File: src/rtl/pwr_seq_pkg.sv
package pwr_seq_pkg;
  typedef enum logic [1:0] {
    PS_DOWN = 2'd0,
    PS_RUN  = 2'd1,
    PS_STBY = 2'd2
  } pwrState_t;

  // qualified events handed from datapath to control, one cycle wide
  typedef struct packed {
    logic powerFail;
    logic powerOff;
    logic stbyOut;
    logic stbyReq;
    logic powerOn;
  } evtStrobe_t;
endpackage

File: src/rtl/pwr_seq_datapath.sv
module pwr_seq_datapath
  import pwr_seq_pkg::*;
#(
  parameter int ON_TICKS  = 100,
  parameter int OFF_TICKS = 5000,
  parameter int NUM_FAIL  = 4,
  parameter int ADDR_W    = 8,
  parameter int MODE_ADDR = 0
) (
  input  logic                clk,
  input  logic                rstN,
  input  logic                msTick,
  input  logic                enPin,
  input  logic                vinAboveOn,
  input  logic                vinBelowOff,
  input  logic                tempCool,
  input  logic                tempHot,
  input  logic [NUM_FAIL-1:0] cpuFail,
  input  logic                regWrEn,
  input  logic [ADDR_W-1:0]   regAddr,
  input  logic [1:0]          regWrData,
  output evtStrobe_t          evt
);
  localparam int CNT_W = $clog2(OFF_TICKS + 1);
  localparam logic [CNT_W-1:0] ON_LIM  = CNT_W'(ON_TICKS);
  localparam logic [CNT_W-1:0] OFF_LIM = CNT_W'(OFF_TICKS);
  localparam logic [CNT_W-1:0] OFF_PRE = CNT_W'(OFF_TICKS - 1);
  localparam logic [ADDR_W-1:0] MODE_A = ADDR_W'(MODE_ADDR);

  logic [CNT_W-1:0] onCnt, offCnt;
  logic             longDone;   // long press seen since pin last low
  logic             armed;      // pin has been low at least once
  logic             offFire;
  logic             onQual;
  logic             modeWr;
  logic [NUM_FAIL-1:0] failPrev;
  logic [NUM_FAIL-1:0] failRise;

  // enable-pin qualification timers
  assign offFire = enPin && msTick && armed && (offCnt == OFF_PRE);
  assign onQual  = enPin && (onCnt == ON_LIM) && !longDone;

  always_ff @(posedge clk or negedge rstN) begin
    if (!rstN) begin
      onCnt    <= '0;
      offCnt   <= '0;
      longDone <= 1'b0;
      armed    <= 1'b0;
    end else if (!enPin) begin
      onCnt    <= '0;
      offCnt   <= '0;
      longDone <= 1'b0;
      armed    <= 1'b1;
    end else if (msTick) begin
      if (onCnt != ON_LIM) onCnt <= onCnt + 1'b1;
      if (armed && offCnt != OFF_LIM) offCnt <= offCnt + 1'b1;
      if (offFire) longDone <= 1'b1;
    end
  end

  // per-rail rising-edge detection
  for (genvar i = 0; i < NUM_FAIL; i++) begin : g_fail
    always_ff @(posedge clk or negedge rstN) begin
      if (!rstN) failPrev[i] <= 1'b0;
      else       failPrev[i] <= cpuFail[i];
    end
    assign failRise[i] = cpuFail[i] && !failPrev[i];
  end

  // mode register: bits act as self-clearing pulses
  assign modeWr = regWrEn && (regAddr == MODE_A);

  always_comb begin
    evt.powerFail = tempHot || (|failRise);
    evt.powerOff  = vinBelowOff || offFire || (modeWr && regWrData[0]);
    evt.stbyOut   = vinBelowOff;
    evt.stbyReq   = modeWr && regWrData[1];
    evt.powerOn   = vinAboveOn && tempCool && onQual;
  end
endmodule

File: src/rtl/pwr_seq_ctrl.sv
module pwr_seq_ctrl
  import pwr_seq_pkg::*;
(
  input  logic       clk,
  input  logic       rstN,
  input  evtStrobe_t evt,
  output pwrState_t  curState
);
  pwrState_t nextState;
  logic      failLock;
  logic      nextLock;

  // fixed priority: fail, off, standby-out, standby, on
  always_comb begin
    nextState = curState;
    nextLock  = failLock;
    if (evt.powerFail) begin
      nextState = PS_DOWN;
      nextLock  = 1'b1;
    end else if (evt.powerOff || evt.stbyOut) begin
      nextState = PS_DOWN;
    end else if (evt.stbyReq && curState == PS_RUN) begin
      nextState = PS_STBY;
    end else if (evt.powerOn && curState == PS_DOWN && !failLock) begin
      nextState = PS_RUN;
    end
  end

  always_ff @(posedge clk or negedge rstN) begin
    if (!rstN) begin
      curState <= PS_DOWN;
      failLock <= 1'b0;
    end else begin
      curState <= nextState;
      failLock <= nextLock;
    end
  end
endmodule

File: src/rtl/pwr_seq_top.sv
module pwr_seq_top
  import pwr_seq_pkg::*;
#(
  parameter int ON_TICKS  = 100,
  parameter int OFF_TICKS = 5000,
  parameter int NUM_FAIL  = 4,
  parameter int ADDR_W    = 8,
  parameter int MODE_ADDR = 0
) (
  input  logic                clk,
  input  logic                rstN,
  input  logic                msTick,
  input  logic                enPin,
  input  logic                vinAboveOn,
  input  logic                vinBelowOff,
  input  logic                tempCool,
  input  logic                tempHot,
  input  logic [NUM_FAIL-1:0] cpuFail,
  input  logic                regWrEn,
  input  logic [ADDR_W-1:0]   regAddr,
  input  logic [1:0]          regWrData,
  output logic [1:0]          state,
  output logic                downEn,
  output logic                runEn,
  output logic                stbyEn,
  output logic                ledOn
);
  evtStrobe_t evt;
  pwrState_t  curState;

  pwr_seq_datapath #(
    .ON_TICKS(ON_TICKS), .OFF_TICKS(OFF_TICKS), .NUM_FAIL(NUM_FAIL),
    .ADDR_W(ADDR_W), .MODE_ADDR(MODE_ADDR)
  ) u_dp (
    .clk(clk), .rstN(rstN), .msTick(msTick), .enPin(enPin),
    .vinAboveOn(vinAboveOn), .vinBelowOff(vinBelowOff),
    .tempCool(tempCool), .tempHot(tempHot), .cpuFail(cpuFail),
    .regWrEn(regWrEn), .regAddr(regAddr), .regWrData(regWrData),
    .evt(evt)
  );

  pwr_seq_ctrl u_ctrl (
    .clk(clk), .rstN(rstN), .evt(evt), .curState(curState)
  );

  assign state  = curState;
  assign downEn = (curState == PS_DOWN);
  assign runEn  = (curState == PS_RUN);
  assign stbyEn = (curState == PS_STBY);
  assign ledOn  = (curState == PS_RUN);
endmodule

File: config.mk
export PLATFORM = sky130hd
export DESIGN_NAME = pwr_seq_top
export DESIGN_NICKNAME = d
export VERILOG_FILES = /design/src/rtl/pwr_seq_pkg.sv /design/src/rtl/pwr_seq_datapath.sv /design/src/rtl/pwr_seq_ctrl.sv /design/src/rtl/pwr_seq_top.sv
export SDC_FILE = /design/constraint.sdc
export NUM_CORES = 1
export LEC_CHECK = 0
export ABC_AREA = 1
export BUFFER_PORTS_ARGS = -buffer_cell sky130_fd_sc_hd__buf_2
export CAP_MARGIN = 20
export CORE_MARGIN = 10
export CORE_UTILIZATION = 60
export DETAILED_ROUTE_END_ITERATION = 7
export PLACE_DENSITY = 0.82
export SLEW_MARGIN = 10
export SYNTH_ARGS = -nofsm -noshare
export SYNTH_HDL_FRONTEND = slang
export SYNTH_HIERARCHICAL = 1
export SYNTH_SLANG_ARGS = --single-unit
File: constraint.sdc
create_clock -name clk -period 3.1 [get_ports clk]
set_input_delay 0.465 -clock clk [delete_from_list [all_inputs] [get_ports clk]]
set_output_delay 0.465 -clock clk [all_outputs]
set_load 0.01 [all_outputs]
After elaboration in Yosys (flattened, before gate mapping)
Index checks and enable logic that the tools add are counted.
- word-level logic and storage cells: 70
- output and inout bits: 6
- register bits after elaboration: 35
- $add $sub $neg: 2
- equality and inequality tests: 10
- multiplexer cells: 13
- reductions and logical operators: 35
- operators by type and width (kind ; number):
    $mux W13 ; 6
    $add A13 B1 Y13 const B ; 2
    $logic_and A1 B1 Y1 ; 18
    $eq A13 B13 Y1 const B ; 1
    $eq A13 B7 Y1 const B ; 1
    $ne A13 B13 Y1 const B ; 1
    $ne A13 B7 Y1 const B ; 1
    $logic_not A8 Y1 ; 1
    $mux W2 ; 4
    $logic_not A1 Y1 ; 6
    $ne A2 B1 Y1 const B ; 3
    $reduce_and A2 Y1 ; 3
    $logic_or A1 B1 Y1 ; 4
    $reduce_bool A4 Y1 ; 1
    $reduce_or A4 Y1 ; 1
    $mux W1 ; 3
    $eq A2 B1 Y1 const B ; 1
    $eq A2 B2 Y1 const B ; 1
    $logic_not A2 Y1 ; 1
    $ne A2 B2 Y1 const B ; 1

Longest topological paths before layout
Gate-level depths: netlist of run 1.
- depth in word-level cells: 10
- depth in mapped cells: 10
- mapped depth without buffers: 10

Hierarchy
Netlist of run 1, hierarchy kept.
- by module, submodules not included (module ; instances ; cells an instance ; area an instance (um^2)):
    pwr_seq_datapath ; 1 ; 293 ; 2028.2
    pwr_seq_ctrl ; 1 ; 18 ; 143.9
    pwr_seq_top ; 1 ; 6 ; 26.3

Worst setup path before layout of run 1
No wires, ideal clock.
- path type: reg2reg
- start: register u_dp.onCnt[0]
- end: register u_dp.onCnt[10]
- slack: 1.742 ns
- required time: 2.972 ns
- setup time: 0.128 ns
- path buffers: 1
- stages on the path, launching flop included: 9
- arrival: 1.230 ns
- cells stage by stage: dfrtp_1 -> inv_1 -> ha_1 -> nand3_1 -> nor2_1 -> nand2_1 -> o21ai_2 -> buf_2 -> o21ai_0
- word-level cells in the longest chain between the ends: 4
- ends and longest elaborated chain (what ; RTL line ; text):
    from (decl) ; pwr_seq_datapath.sv:30 ; logic [CNT_W-1:0] onCnt, offCnt;
    from (signal assigned) ; pwr_seq_datapath.sv:55 ; if (onCnt != ON_LIM) onCnt <= onCnt + 1'b1;
    $add A13 B1 Y13 ; pwr_seq_datapath.sv:55 ;
    $mux W13 ; pwr_seq_datapath.sv:55 ;
    $mux W13 ; pwr_seq_datapath.sv:54 ; end else if (msTick) begin
    $mux W13 ; pwr_seq_datapath.sv:49 ; end else if (!enPin) begin
Several ways; a longest one is shown, not always the timed one. The select of a mux whose other input is x is not followed.
A chain may end at the register's enable or synchronous reset.

Worst setup path in the final report of run 1
- start: register u_dp.onCnt[0]
- end: register u_dp.onCnt[7]
The elaborated chain is that of the path after synthesis.

==> results of run 1 <==
worst min-delay path by stage:
| stage | from | to | slack, ns | cells past startpoint |
|---|---|---|---|---|
| final | rstN | u_dp/onCnt[9] | 0.24 | 1 |
| after global routing | rstN | u_dp/onCnt[10] | 0.29 | 1 |
| after CTS | rstN | u_dp/onCnt[10] | 0.27 | 1 |
| after detailed placement | u_ctrl/failLock | u_ctrl/failLock | 0.46 | 2 |
| after global placement | u_ctrl/failLock | u_ctrl/failLock | 0.44 | 2 |
| after floorplan | rstN | u_ctrl/curState[0] | 0.17 | 0 |
kinds of logic after synthesis:
family	Yosys count
AOI/OAI and AO/OA	22
xor gates and xnor gates	8
buffers and inverters	43
and+or+nand+nor	205
DFF	35
adders and majority gates	4
sequential cells by signal (all words and copies together), names as in the netlist:
register,flops
u_ctrl/curState,2
u_ctrl/failLock,1
u_dp/armed,1
u_dp/failPrev,4
u_dp/longDone,1
u_dp/offCnt,13
u_dp/onCnt,13
power by group through the flow:
| stage | combinational, mW | sequential [mW] | clock, mW |
|---|---|---|---|
| after global routing | 0.0928 | 0.479 | 0.353 |
| after floorplan | 0.0507 | 0.484 | 0 |
| after CTS | 0.0809 | 0.477 | 0.338 |
| after global placement | 0.0790 | 0.486 | 0 |
| after detailed placement | 0.0804 | 0.486 | 0 |
| final | 0.0802 | 0.478 | 0.333 |
metal layers:
metal / share of wire [%] / vias up
li1: - / 1063
met1: 46 / 926
met2: 47 / 51
met3: 6.2 / 9
met4: 1.3 / 0
met5: 0 / -
layout make-up:
type	count	area [sq um]	share of cell area, %
clock buffer	6	82.6	3.39
clock inverter	1	5.00	0.205
inverter	34	128	5.24
multi-input combinational	239	1140	46.8
sequential	35	876	35.9
tap	46	57.6	2.36
timing repair buffer	29	148	6.06
worst max-delay path, cell delays in order, from the launching register on:
cell and delay [ns]:
dfrtp_1 0.44, inv_1 0.12, ha_1 0.15, nand3_1 0.08, nor2_1 0.13, nand2_1 0.10, o21ai_2 0.31, inv_1 0.21
nand2_1 0.13, nand2_1 0.05
cell usage after synthesis (all sizes together):
master   instances  area [sq um]
a21oi            4          20.0
and3             1          6.26
buf              9          53.8
dfrtp           35           876
ha               4          50.1
inv             34           128
nand2           94           365
nand3           41           215
nand3b           2          15.0
nand4            9          56.3
nor2            52           200
nor3             2          10.0
nor3b            2          15.0
o2111ai          1          8.76
o21ai           15          82.6
o21bai           1          7.51
o22ai            1          6.26
or2              2          12.5
xnor2            1          8.76
xor2             7          61.3
==> impl_metrics.py, run 1 <==
metrics = {
    "place": {
        "placed_area_sq_mm": 0.00235,
        "dp_cells": 383,
        "gp_congestion": 0.907,
        "port_buffers": 28,
        "dp_hpwl_mm": 3.54,
        "post-place-ws_ns": 1.14,
    },
    "power_and_ir_drop": {
        "netSwitchingFraction_pct": 24.9,
        "power_mw": 0.891,
        "clockPowerShare_pct": 37.4,
        "pwr-share-seq_pct": 53.6,
        "p_int_mw": 0.670,
        "vdd_drop_max_uv": 222,
        "p_leak_nw": 1.14,
        "combPwrFrac_pct": 9.0,
        "powerDensity_mw_per_mm2": 366,
        "power.switching_mw": 0.222,
    },
    "global_routing": {
        "grtUsageMet2_pct": 24.6,
        "grt_pass1_wl_mm": 8.29,
        "top_usage_layer": "met2",
        "met3_usage_pct": 3.67,
        "antenna_found_initial": 0,
        "grt_remaining_overflow": 0,
        "grt_use_total_pct": 15.3,
        "grt_max_degree": 36,
        "gr-usage-met1_pct": 19.3,
        "grt_pass1_vias": 1929,
    },
    "worst_setup_path": {
        "cp_max_fo": 23,
        "cp-endpoint": "u_dp/onCnt[7]",
        "r2r_end": "u_dp/onCnt[7]",
        "cp-end-kind": "flip-flop",
        "crit_path_start": "u_dp/onCnt[0]",
        "critPathKind": "reg2reg",
        "arrival_ns": 2.01,
        "rr_worst_depth": 9,
        "cp-start-kind": "flip-flop",
        "r2r_start": "u_dp/onCnt[0]",
        "worst-r2r-setup-slack_ns": 1.26,
        "required_ns": 3.28,
    },
    "yosys": {
        "synthSimpleGateAreaFrac_pct": 40.8,
        "synth_top_family_by_area": "simple AND/OR/NAND/NOR gates",
        "synthMuxAreaShare_pct": 0,
        "synth_compound_area_share_pct": 5.69,
        "ys_ff_latch": 35,
        "syn_inst": 317,
        "syn_area_per_cell_sq_um": 6.93,
        "synth_area_sq_mm": 0.00220,
        "synthXorXnorAreaFrac_pct": 3.19,
        "synth_nets": 344,
        "ys_warn_count": 6,
        "yosysSeqAreaShare_pct": 39.8,
        "synth_cell_types": 30,
        "yosys.area_share.adder_pct": 2.28,
    },
    "sta": {
        "worst_slack_ns": 1.26,
        "maxSlewHeadroom_pct": 47.8,
        "max_freq_mhz": 544,
        "tightest_slew_ns": 0.782,
        "slew_viol_final": 0,
        "fin_tns_setup_ns": 0,
        "fin_crit_ns": 1.84,
        "fin_skew_ns": 0.00703,
        "rsz0062_at_grt": "no",
        "finalHoldWorstSlack_ns": 0.236,
        "hold_viol": 0,
        "setup_viol_count_final": 0,
        "final.period_utilization_pct": 59.3,
    },
    "route": {
        "num_vias": 2049,
        "ant_nets": 0,
        "finalWirelength_mm": 4.69,
        "wl_per_cell_microns": 12.0,
        "firstDrtPassIters": 4,
        "via_per_inst": 5.25,
        "drt_iter0_drc": 165,
        "drc_errors": 0,
    },
    "floorplan": {
        "io_pins": 29,
        "start_util_pct": 63.9,
        "num_rows": 21,
        "core_sq_mm": 0.00344,
        "die_h_microns": 80.5,
        "die_area_sq_mm": 0.00649,
        "die_w_microns": 80.5,
    },
    "cts": {
        "clk_pin_slew_worst_paths_ns": 0.07,
        "post_cts_buffers": 0,
        "clkLatencyLatePin_ns": 0.28,
        "clk_path_buf_depth": 2,
        "h-tree-depth": 2,
        "cts-root-buf": "clkbuf_8",
        "cts_resized": 0,
        "cts_made_buffers": 5,
        "cts_hold_buf": 0,
        "clkSinkCount": 35,
        "cts_tree": "done",
    },
    "hold_path": {
        "hold_class": "in2async",
    },
    "layout": {
        "syn_to_final_growth_pct": 10.9,
        "fin_area_sq_mm": 0.00244,
        "post-route-util_pct": 70.8,
        "final_nets": 371,
        "antenna_cells": 0,
        "final_cell_mix": "nand2_1 (91), nor2_1 (50), nand3_1 (39), dfrtp_1 (35), inv_1 (33)",
        "drive_gt1_share_pct": 14.0,
        "nFillCells": 292,
        "final_common_cell": "nand2_1",
        "finalNonFillerCells": 390,
    },
    "status": {
        "status": "finished clean",
    },
    "flow_run": {
        "max_cap_violations": 0,
    },
}
Note: power is estimated with default switching activity, not from simulation.
==> run 2: changes to the inputs <==
--- a/config.mk
+++ b/config.mk
@@ -9,9 +9,9 @@
 export BUFFER_PORTS_ARGS = -buffer_cell sky130_fd_sc_hd__buf_2
 export CAP_MARGIN = 20
 export CORE_MARGIN = 10
-export CORE_UTILIZATION = 60
+export CORE_UTILIZATION = 52
 export DETAILED_ROUTE_END_ITERATION = 7
-export PLACE_DENSITY = 0.82
+export PLACE_DENSITY = 0.76
 export SLEW_MARGIN = 10
 export SYNTH_ARGS = -nofsm -noshare
 export SYNTH_HDL_FRONTEND = slang
==> constraint.sdc (replaced) <==
create_clock -name clk -period 1.49 [get_ports clk]
set_input_delay 0.2235 -clock clk [delete_from_list [all_inputs] [get_ports clk]]
set_output_delay 0.2235 -clock clk [all_outputs]
set_load 0.01 [all_outputs]
==> impl_metrics.py, run 2 (synthesis gave the netlist of run 1 again) <==
metrics = {
    "worst_setup_path": {
        "cpPeakStageDelay_ns": 0.44,
        "cp-endpoint": "u_ctrl/curState[0]",
        "worstPathCellList": "ha_4 > nand2_1 > nor3_2 > nand3_1 > nand3b_1 > nor2_2 > nand3_1 > nor2_1",
        "cp_common_cell": "nand3_1",
        "rr_worst_depth": 8,
        "worst-r2r-setup-slack_ns": 0.09,
        "critPathKind": "reg2reg",
        "required_ns": 1.70,
        "cpMaxStageDelayCell": "dfrtp_1",
        "cp-start-kind": "flip-flop",
        "crit_path_start": "u_dp/offCnt[1]",
        "cp-end-kind": "flip-flop",
        "cp_max_fo": 4,
        "r2r_end": "u_ctrl/curState[0]",
        "r2r_start": "u_dp/offCnt[1]",
        "arrival_ns": 1.61,
    },
    "layout": {
        "final_cell_mix": "nand2_1 (91), nor2_1 (45), nand3_1 (38), dfrtp_1 (35), inv_1 (31)",
        "nFillCells": 354,
        "syn_to_final_growth_pct": 21.3,
        "final_nets": 392,
        "largest_registers": "u_dp/offCnt (13), u_dp/onCnt (13), u_dp/failPrev (4)",
        "register_area_sq_um": 876,
        "antenna_cells": 0,
        "final_common_cell": "nand2_1",
        "fin_area_sq_mm": 0.00267,
        "multiInputGateArea_sq_mm": 0.00119,
        "drive_gt1_share_pct": 21.3,
    },
    "floorplan": {
        "die_h_microns": 85.0,
        "die_area_sq_mm": 0.00723,
        "core_sq_mm": 0.00406,
        "start_util_pct": 54.2,
        "num_rows": 23,
        "die_w_microns": 85.0,
        "io_pins": 29,
    },
    "place": {
        "port_buffers": 28,
        "post-place-ws_ns": 0.0346,
        "placed_area_sq_mm": 0.00250,
        "gp_congestion": 0.874,
        "dp_hpwl_mm": 3.96,
    },
    "global_routing": {
        "grt_remaining_overflow": 0,
        "grt_pass1_wl_mm": 9.09,
        "grt_use_total_pct": 14.8,
        "grt_pass1_vias": 2045,
        "grt_max_degree": 36,
        "antenna_found_initial": 0,
    },
    "cts": {
        "h-tree-depth": 2,
        "clk_path_buf_depth": 2,
        "clk_pin_slew_worst_paths_ns": 0.07,
        "cts-root-buf": "clkbuf_8",
        "clkSinkCount": 35,
        "clkLatencyLatePin_ns": 0.28,
        "cts_tree": "done",
        "cts_made_buffers": 5,
    },
    "route": {
        "num_vias": 2114,
        "drt_iter0_drc": 147,
        "via_per_inst": 5.08,
        "ant_nets": 0,
        "drc_errors": 0,
        "firstDrtPassIters": 4,
        "wl_per_cell_microns": 12.6,
        "finalWirelength_mm": 5.24,
    },
    "flow_run": {
        "max_cap_violations": 0,
    },
    "sta": {
        "rsz0062_at_grt": "yes",
        "max_freq_mhz": 716,
        "fin_crit_ns": 1.40,
        "tightest_slew_ns": 0.460,
        "maxSlewHeadroom_pct": 69.4,
        "final.period_utilization_pct": 93.7,
        "fin_tns_setup_ns": 0,
        "hold_viol": 0,
        "setup_viol_count_final": 0,
        "worst_slack_ns": 0.0935,
        "slew_viol_final": 0,
        "fin_skew_ns": 0.00566,
        "finalHoldWorstSlack_ns": 0.0611,
    },
    "power_and_ir_drop": {
        "power_mw": 1.96,
        "powerDensity_mw_per_mm2": 736,
        "p_leak_nw": 1.25,
        "vdd_drop_max_uv": 321,
    },
    "hold_path": {
        "hold_class": "in2reg",
    },
    "status": {
        "status": "finished clean",
    },
}
[run 2: changes by cell type in the layout (fill, tap and decap cells not counted), sizes merged]
cell | before | now
buf | 29 | 49
clkbuf | 6 | 8
clkinv | 1 | 0
dlygate4sd3 | 0 | 1
[run 2: worst max-delay path: cells and delay by family, from the launching register on]
| family | cells | cell delay (ns) |
|---|---|---|
| DFF | 1 | 0.44 |
| adders and majority gates | 1 | 0.19 |
| and+or+nand+nor | 7 | 0.71 |
[run 2: through the flow]
| stage | instances | util, % |
|---|---|---|
| after floorplan | 317 | - |
| after global placement | 406 | 61.5 |
| after detailed placement | 406 | 61.5 |
| after CTS | 415 | 64.3 |
| after global routing | 416 | 65.7 |
| final | 416 | 65.7 |
[run 2: final cells by class]
class | instances | area share, %
Clock buffer | 8 | 3.75
Inverter | 34 | 4.78
Multi-Input combinational cell | 239 | 44.5
Sequential cell | 35 | 32.8
Tap cell | 50 | 2.35
Timing Repair Buffer | 50 | 11.8
[run 2: routing by layer]
layer  GRT usage (%)  up-vias  wire, microns
li1                -     1108              -
met1            19.4      951           2580
met2            22.9       51           2230
met3            4.68        4            396
met4            4.04        0             35
met5               0        -              0
[run 2: power breakdown]
part | leakage [nW] | switching, mW | internal (mW)
Clock | 0.0515 | 0.334 | 0.422
Sequential | 0.468 | 0.0217 | 0.971
Combinational | 0.733 | 0.128 | 0.0865
[run 2: timing repair]
item	CTS	global route
gates resized for setup	0	16
endpoints found under the hold margin	35	0
hold buffers	1	0
endpoints found under the setup margin	0	28
buffers inserted	0	1
[run 2: how the worst min path moves through the flow]
stage	startpoint	end	depth (start not counted)
floorplan	rstN	u_ctrl/curState[0]	0
global placement	rstN	u_dp/onCnt[0]	2
detailed placement	rstN	u_dp/onCnt[0]	2
CTS	cpuFail[0]	u_dp/failPrev[0]	1
global route	cpuFail[0]	u_dp/failPrev[0]	1
finish	cpuFail[0]	u_dp/failPrev[0]	1
==> run 3: changes to the inputs <==
--- a/config.mk
+++ b/config.mk
@@ -9,9 +9,9 @@
 export BUFFER_PORTS_ARGS = -buffer_cell sky130_fd_sc_hd__buf_2
 export CAP_MARGIN = 20
 export CORE_MARGIN = 10
-export CORE_UTILIZATION = 52
+export CORE_UTILIZATION = 57
 export DETAILED_ROUTE_END_ITERATION = 7
-export PLACE_DENSITY = 0.76
+export PLACE_DENSITY = 0.79
 export SLEW_MARGIN = 10
 export SYNTH_ARGS = -nofsm -noshare
 export SYNTH_HDL_FRONTEND = slang
==> constraint.sdc (replaced) <==
create_clock -name clk -period 1.5 [get_ports clk]
set_input_delay 0.225 -clock clk [delete_from_list [all_inputs] [get_ports clk]]
set_output_delay 0.225 -clock clk [all_outputs]
set_load 0.01 [all_outputs]
==> impl_metrics.py, run 3 (synthesis gave the netlist of run 1 again) <==
metrics = {
    "place": {
        "port_buffers": 28,
        "gp_congestion": 0.902,
        "dp_hpwl_mm": 4.17,
        "post-place-ws_ns": 0.00990,
        "dp_cells": 403,
    },
    "layout": {
        "largest_registers": "u_dp/offCnt (13), u_dp/onCnt (13), u_dp/failPrev (4)",
        "register_area_sq_um": 878,
        "final_common_cell": "nand2_1",
        "finalNonFillerCells": 416,
        "syn_to_final_growth_pct": 25.8,
        "nFillCells": 283,
        "final_cell_mix": "nand2_1 (86), nor2_1 (45), nand3_1 (38), dfrtp_1 (33)",
        "antenna_cells": 0,
        "multiInputGateArea_sq_mm": 0.00122,
        "drive_gt1_share_pct": 25.5,
        "final_nets": 394,
    },
    "floorplan": {
        "die_area_sq_mm": 0.00674,
        "core_sq_mm": 0.00369,
        "num_rows": 22,
        "start_util_pct": 59.6,
        "die_w_microns": 82.1,
        "io_pins": 29,
        "die_h_microns": 82.1,
    },
    "sta": {
        "rsz0062_at_grt": "yes",
        "hold_viol": 0,
        "max_freq_mhz": 673,
        "fin_skew_ns": 0.0100,
        "fin_crit_ns": 1.49,
        "tightest_slew_ns": 0.436,
        "setup_viol_count_final": 0,
        "slew_viol_final": 0,
        "maxSlewHeadroom_pct": 70.9,
        "final.period_utilization_pct": 99.0,
        "worst_slack_ns": 0.0144,
    },
    "route": {
        "firstDrtPassIters": 4,
        "num_vias": 2293,
        "wl_per_cell_microns": 14.2,
        "finalWirelength_mm": 5.92,
        "drc_errors": 0,
        "drt_iter0_drc": 230,
        "ant_nets": 0,
        "via_per_inst": 5.51,
    },
    "global_routing": {
        "grt_pass1_wl_mm": 9.67,
        "grt_remaining_overflow": 0,
        "grt_pass1_vias": 2161,
        "grt_max_degree": 19,
        "grt_use_total_pct": 18.0,
        "antenna_found_initial": 0,
    },
    "cts": {
        "clk_path_buf_depth": 2,
        "cts-root-buf": "clkbuf_8",
        "cts_tree": "done",
        "h-tree-depth": 2,
        "clkLatencyLatePin_ns": 0.30,
        "clk_pin_slew_worst_paths_ns": 0.07,
        "cts_made_buffers": 5,
        "clkSinkCount": 35,
    },
    "hold_path": {
        "hold_end": "u_dp/failPrev[1]",
        "hold_class": "in2reg",
        "hold_path_startpoint": "cpuFail[1]",
        "min_path_cells": 1,
    },
    "power_and_ir_drop": {
        "p_leak_nw": 1.29,
        "combPwrFrac_pct": 12.1,
        "vdd_drop_max_uv": 580,
        "power.switching_mw": 0.539,
        "powerDensity_mw_per_mm2": 762,
        "p_int_mw": 1.57,
        "clockPowerShare_pct": 41.0,
        "power_mw": 2.11,
        "netSwitchingFraction_pct": 25.6,
        "pwr-share-seq_pct": 46.9,
    },
    "status": {
        "status": "finished clean",
    },
    "worst_setup_path": {
        "crit_path_start": "u_dp/offCnt[0]",
        "required_ns": 1.71,
        "rr_worst_depth": 9,
        "r2r_start": "u_dp/offCnt[0]",
        "critPathKind": "reg2reg",
        "worst-r2r-setup-slack_ns": 0.01,
        "cp_max_fo": 7,
        "cpMaxStageDelayCell": "dfrtp_2",
        "r2r_end": "u_dp/offCnt[0]",
        "cp-end-kind": "flip-flop",
        "arrival_ns": 1.69,
        "cp-start-kind": "flip-flop",
        "crit_family": "simple AND/OR/NAND/NOR gates",
        "cpPeakStageDelay_ns": 0.46,
        "critPathBufInv": 2,
        "worstPathCellList": "inv_2 > ha_1 > nand2_1 > nor2_2 > nand2_2 > nand2_4 > buf_12 > nand3_1 > o21ai_0",
    },
    "flow_run": {
        "max_cap_violations": 0,
    },
}
-- run 3: through the flow --
stage | area [sq um] | utilization [%] | setup TNS [ns] | hold slack (ns)
after global routing | 2770 | 75.0 | -0.808 | 0.0322
after CTS | 2650 | 71.7 | 0 | 0.0399
after detailed placement | 2510 | 68.1 | 0 | 0.189
final | 2770 | 75.0 | 0 | 0.0469
after floorplan | 2200 | - | 0 | -0.0706
after global placement | 2510 | 68.1 | 0 | 0.190
-- run 3: what timing repair did --
item,4_1_cts,5_1_grt
hold endpoints to repair,17,0
endpoints found under the setup margin,5,27
setup buffers,0,2
hold buffers,1,0
resized for setup,4,36
gates cloned,0,2
pin swaps,0,5
-- run 3: worst max path at each step --
stage	to	slack, ns	cells after the start
floorplan	u_dp/onCnt[10]	0.14	8
global placement	u_dp/onCnt[12]	0.05	8
detailed placement	u_dp/onCnt[10]	0.01	8
CTS	u_dp/onCnt[1]	0.001	9
global route	u_dp/offCnt[0]	-0.1	9
finish	u_dp/offCnt[0]	0.01	9
-- run 3: power groups by stage --
| stage | logic [mW] | clock network [mW] | registers, mW |
|---|---|---|---|
| 6_report | 0.256 | 0.864 | 0.989 |
| 2_1_floorplan | 0.105 | 0 | 1.00 |
| 3_5_place_dp | 0.212 | 0 | 1.00 |
| 3_3_place_gp | 0.204 | 0 | 1.00 |
| 4_1_cts | 0.218 | 0.890 | 0.985 |
| 5_1_grt | 0.285 | 0.934 | 0.990 |
-- run 3: final cells by class --
class / instances / share of cell area [%]
clock buffers: 5 / 2.49
clock inverters: 3 / 1.58
inverters: 34 / 4.61
multi-input cells: 239 / 44.1
flip-flops and latches: 35 / 31.8
well taps: 48 / 2.17
repair buffers: 52 / 13.3
-- run 3: routing by layer --
layer	part of all wire [%]	global-route usage, %	vias to the layer above
met5	0	0	-
met2	45	29.1	93
li1	-	-	1116
met3	8.5	4.21	9
met4	1.5	6.80	0
met1	45	22.8	1075
